<file path="config.mk">
export PLATFORM = sky130hd
export DESIGN_NAME = pixdrop_reducer
export DESIGN_NICKNAME = d
export VERILOG_FILES = /design/src/rtl/pixdrop_pkg.sv /design/src/rtl/pixdrop_ratio_sel.sv /design/src/rtl/pixdrop_accum.sv /design/src/rtl/pixdrop_reducer.sv
export SDC_FILE = /design/constraint.sdc
export NUM_CORES = 1
export LEC_CHECK = 0
export ABC_AREA = 1
export BUFFER_PORTS_ARGS = -buffer_cell sky130_fd_sc_hd__buf_4
export CAP_MARGIN = 20
export CORE_ASPECT_RATIO = 0.7
export CORE_MARGIN = 3
export CORE_UTILIZATION = 55
export DETAILED_ROUTE_END_ITERATION = 8
export PLACE_DENSITY = 0.73
export SLEW_MARGIN = 10
export SYNTH_ARGS = -nofsm -noshare
export SYNTH_HDL_FRONTEND = slang
export SYNTH_SLANG_ARGS = --single-unit
</file>
<file path="constraint.sdc">
create_clock -name clk -period 8.85 [get_ports clk]
set_input_delay 1.3275 -clock clk [delete_from_list [all_inputs] [get_ports clk]]
set_output_delay 1.3275 -clock clk [all_outputs]
set_load 0.005 [all_outputs]
</file>
<file path="src/rtl/pixdrop_pkg.sv">
package pixdrop_pkg;
  localparam int RATIO_W = 5;

  typedef enum logic [1:0] {
    MODE_ALL   = 2'd0,
    MODE_13_15 = 2'd1,
    MODE_9_11  = 2'd2,
    MODE_12_17 = 2'd3
  } drop_mode_e;

  typedef struct packed {
    logic [RATIO_W-1:0] num;
    logic [RATIO_W-1:0] den;
  } ratio_t;

  function automatic ratio_t ratio_of(drop_mode_e m);
    ratio_t r;
    case (m)
      MODE_13_15: begin r.num = RATIO_W'(13); r.den = RATIO_W'(15); end
      MODE_9_11:  begin r.num = RATIO_W'(9);  r.den = RATIO_W'(11); end
      MODE_12_17: begin r.num = RATIO_W'(12); r.den = RATIO_W'(17); end
      default:    begin r.num = RATIO_W'(1);  r.den = RATIO_W'(1);  end
    endcase
    return r;
  endfunction
endpackage

</file>
<file path="src/rtl/pixdrop_ratio_sel.sv">
module pixdrop_ratio_sel
  import pixdrop_pkg::*;
(
  input  drop_mode_e mode,
  output ratio_t     ratio
);
  assign ratio = ratio_of(mode);
endmodule

</file>
<file path="src/rtl/pixdrop_accum.sv">
// Even-spread selector: adds num per step, fires when the sum reaches den.
module pixdrop_accum #(
  parameter int VAL_W = 5
) (
  input  logic             clk,
  input  logic             rst,
  input  logic             restart,
  input  logic             step,
  input  logic [VAL_W-1:0] num,
  input  logic [VAL_W-1:0] den,
  output logic             take
);
  localparam int ACC_W = VAL_W + 1;

  logic [ACC_W-1:0] acc_q;
  logic [ACC_W-1:0] base;
  logic [ACC_W-1:0] sum;

  always_comb begin
    base = restart ? '0 : acc_q;
    sum  = base + ACC_W'(num);
    take = step && (sum >= ACC_W'(den));
  end

  always_ff @(posedge clk) begin
    if (rst) begin
      acc_q <= '0;
    end else if (step) begin
      acc_q <= take ? (sum - ACC_W'(den)) : sum;
    end else if (restart) begin
      acc_q <= '0;
    end
  end
endmodule

</file>
<file path="src/rtl/pixdrop_reducer.sv">
module pixdrop_reducer
  import pixdrop_pkg::*;
#(
  parameter int PIX_W = 1
) (
  input  logic             clk,
  input  logic             rst,
  input  logic [1:0]       mode_sel,
  input  logic             line_start,
  input  logic             pix_valid,
  input  logic [PIX_W-1:0] pix_in,
  output logic             out_valid,
  output logic [PIX_W-1:0] out_pix,
  output logic             line_keep
);
  drop_mode_e active_q;
  drop_mode_e cur_mode;
  ratio_t     cur_ratio;
  logic       mode_change;
  logic       pix_take;
  logic       line_take;

  // The mode offered with line_start governs that same cycle.
  always_comb begin
    cur_mode    = line_start ? drop_mode_e'(mode_sel) : active_q;
    mode_change = line_start && (drop_mode_e'(mode_sel) != active_q);
  end

  pixdrop_ratio_sel u_sel (
    .mode  (cur_mode),
    .ratio (cur_ratio)
  );

  pixdrop_accum #(.VAL_W(RATIO_W)) u_pix_acc (
    .clk     (clk),
    .rst     (rst),
    .restart (line_start),
    .step    (pix_valid),
    .num     (cur_ratio.num),
    .den     (cur_ratio.den),
    .take    (pix_take)
  );

  pixdrop_accum #(.VAL_W(RATIO_W)) u_line_acc (
    .clk     (clk),
    .rst     (rst),
    .restart (mode_change),
    .step    (line_start),
    .num     (cur_ratio.num),
    .den     (cur_ratio.den),
    .take    (line_take)
  );

  always_ff @(posedge clk) begin
    if (rst) begin
      active_q  <= MODE_ALL;
      out_valid <= 1'b0;
      out_pix   <= '0;
      line_keep <= 1'b0;
    end else begin
      out_valid <= pix_take;
      if (pix_valid) out_pix <= pix_in;
      if (line_start) begin
        active_q  <= drop_mode_e'(mode_sel);
        line_keep <= line_take;
      end
    end
  end
endmodule

</file>
==> results.py <==
metrics = {
    "timing": {
        "max_freq_mhz": 221.2,
        "tns_ns": 0,
        "period_share_pct": 51.08,
        "fin_crit_ns": 4.520,
        "rsz0062_at_grt": "false",
        "fin_worst_skew_ns": 0.003574,
        "setup_viol": 0,
        "tightest_slew_ns": 0.5033,
        "relSlewSlack_pct": 66.09,
        "setup_ws_ns": 4.330,
        "hold_violations": 0,
        "slew_violations": 0,
    },
    "clocking": {
        "numCtsBuffers": 3,
        "cts_setup_buffers": 0,
        "clk_latency_ns": 0.25,
        "cts.sinks": 17,
        "clock-root-buffer": "clkbuf_8",
        "postCtsHoldBufs": 0,
        "clk_pin_slew_worst_paths_ns": 0.07,
        "ctsHtreeMaxLevel": 1,
        "cts_tree": "done",
        "ctsResizeCount": 0,
        "clk_path_buf_depth": 2,
    },
    "logic_synthesis": {
        "synth_seq_cells": 17,
        "ys_types": 26,
        "syn_area_um2": 1674,
        "yosysWarnings": 0,
        "synth_nets": 284,
        "synth_area_per_cell_um2": 6.617,
        "syn_inst": 253,
        "synth-seq-area-share_pct": 20.33,
    },
    "grt": {
        "antenna_found_initial": 0,
        "grt.total_usage_pct": 20.84,
        "grt_max_degree": 20,
        "grt_first_pass_wirelength_um": 5954,
        "grt_pass1_vias": 1279,
        "globalRouteOverflowTotal": 0,
    },
    "final_layout": {
        "area_growth_pct": 7.922,
        "diodes": 0,
        "drive_gt1_share_pct": 9.542,
        "final_area_um2": 1807,
        "fin_nets": 294,
    },
    "detailed_routing": {
        "via_per_inst": 5.138,
        "vias": 1531,
        "drc_errors": 0,
        "wirelength_um": 3592,
        "wl_per_cell_um": 12.05,
        "dr.pass1.iters": 4,
        "drt_iter0_drc": 127,
        "drtAntennaViolNets": 0,
    },
    "critical_path": {
        "arrival_ns": 4.67,
        "worstPathMaxFanout": 19,
        "cp_slowest_cell": "o21ai_0",
        "crit_type": "in -> reg",
        "cp.required_ns": 9.00,
        "critPathLaunch": "line_start",
        "start_kind": "primary input",
        "cp_slowest_stage_delay_ns": 0.41,
        "r2r-start": "active_q[0]",
        "crit_chain": "buf_4 > o21ai_0 > inv_1 > ha_1 > inv_1 > ha_1 > ha_1 > xor2_1 > ha_1 > a21oi_1 > o21ai_0 > a21oi_1 > nand3_2 > nand2_1 > nor2_1 > nor2_1 > nor2_1",
        "crit_path_frequent_cell": "ha_1",
        "cp-end-kind": "flop",
    },
    "run_status": {
        "outcome": "finished, final reports clean",
    },
    "die": {
        "die_w_um": 71.94,
        "die_h_um": 52.16,
        "start_util_pct": 58.89,
        "coreArea_um2": 2843,
        "rows": 16,
        "fp.dieArea_um2": 3752,
        "pin_count": 10,
    },
    "flow_run": {
        "cap_viol_max_count": 0,
    },
    "place": {
        "place_area_um2": 1760,
        "place_ws_ns": 4.093,
        "io_buffers": 9,
        "gp_congestion": 0.9913,
        "place_hpwl_um": 2969,
    },
    "hold_path": {
        "holdCritPathClass": "reg -> reg",
        "worstHoldStart": "u_line_acc.acc_q[3]",
    },
    "power": {
        "ir_worst_vdd_v": 0.0001572,
        "p_comb_share_pct": 62.0,
        "p_sw_share_pct": 47.20,
        "finalPower_mw": 0.4201,
        "power_leakage_nw": 1.019,
        "p_int_mw": 0.2218,
        "p_seq_share_pct": 24.0,
        "power_switching_mw": 0.1983,
        "clkPwrFrac_pct": 13.9,
        "powerDensity_nw_per_um2": 232.5,
    },
}
[synth_stat cells (all sizes together)]
cell | n | area share, %
a21oi | 13 | 4.6
inv | 48 | 11
fa | 2 | 2.4
buf | 2 | 1.1
nand4 | 5 | 1.9
xnor2 | 1 | 0.52
nand2 | 66 | 16
ha | 22 | 16
dfxtp | 17 | 20
nor2 | 25 | 6.1
xor2 | 9 | 5.8
o21ai | 10 | 3.0
a21o | 1 | 0.45
o21bai | 2 | 0.90
a31oi | 3 | 1.1
nand3 | 25 | 8.4
clkbuf | 2 | 0.45
[area by class of cell]
class / instances / area [um^2]
fill: 277 / 1036
multi-input combinational: 184 / 1127
sequential: 17 / 340.3
tap: 36 / 45.04
clock inverter: 1 / 5.005
inverter: 48 / 180.2
clock buffer: 3 / 41.29
timing repair buffer: 9 / 67.56
[cells by family after synthesis]
family	after synthesis	share of synthesized area, %
xor gates and xnor gates	10	6.353
and+or+nand+nor	121	32.14
adders and majority gates	24	18.83
AOI/OAI and AO/OA	29	10.01
buffers and inverters	52	12.33
DFF	17	20.33
[registers in the layout, indices dropped and copies added, names as in the netlist]
register          cells
active_q              2
line_keep             1
out_pix               1
out_valid             1
u_line_acc.acc_q      6
u_pix_acc.acc_q       6
[power groups by stage]
stage / Sequential (mW) / Clock (mW) / Combinational [mW]
finish: 0.101 / 0.0585 / 0.261
global route: 0.103 / 0.0621 / 0.298
CTS: 0.101 / 0.0592 / 0.257
detailed placement: 0.102 / 0 / 0.257
global placement: 0.102 / 0 / 0.256
floorplan: 0.101 / 0 / 0.201
[cells in the final DEF (no fill, tap or decap), drive strengths merged]
cell type / count
nand2: 66
inv: 48
nor2: 25
nand3: 25
ha: 22
dfxtp: 17
a21oi: 13
o21ai: 10
buf: 9
xor2: 9
nand4: 5
a31oi: 3
clkbuf: 3
o21bai: 2
fa: 2
xnor2: 1
a21o: 1
clkinv: 1
[metrics by stage]
step	hold WS, ns	utilization (%)	cells
2_1_floorplan	0.4453	-	253
3_3_place_gp	0.4577	61.93	294
3_5_place_dp	0.4590	61.93	294
4_1_cts	0.4684	63.56	298
5_1_grt	0.5054	63.56	298
6_report	0.4685	63.56	298
[path summary, 6_finish.rpt]
check,cells past startpoint,slack (ns),end
max,17,4.33,u_line_acc.acc_q[5]
min,2,0.47,u_line_acc.acc_q[3]
max reg2reg,16,5.29,u_line_acc.acc_q[5]
min reg2reg,2,0.47,u_line_acc.acc_q[3]
[layer usage]
layer	routed length, um	global-route usage [%]
met4	52	7.500
met2	1279	26.68
met3	102	1.158
met5	0	0
met1	2158	34.69
[critical path, delay by kind of cell]
| family | cells | cell delay, ns |
|---|---|---|
| buf+inv | 3 | 0.48 |
| compound gates | 4 | 1.06 |
| fa+ha+maj | 4 | 0.96 |
| xor+xnor | 1 | 0.28 |
| simple gates | 5 | 0.55 |
(Power assumes the default switching activity.)
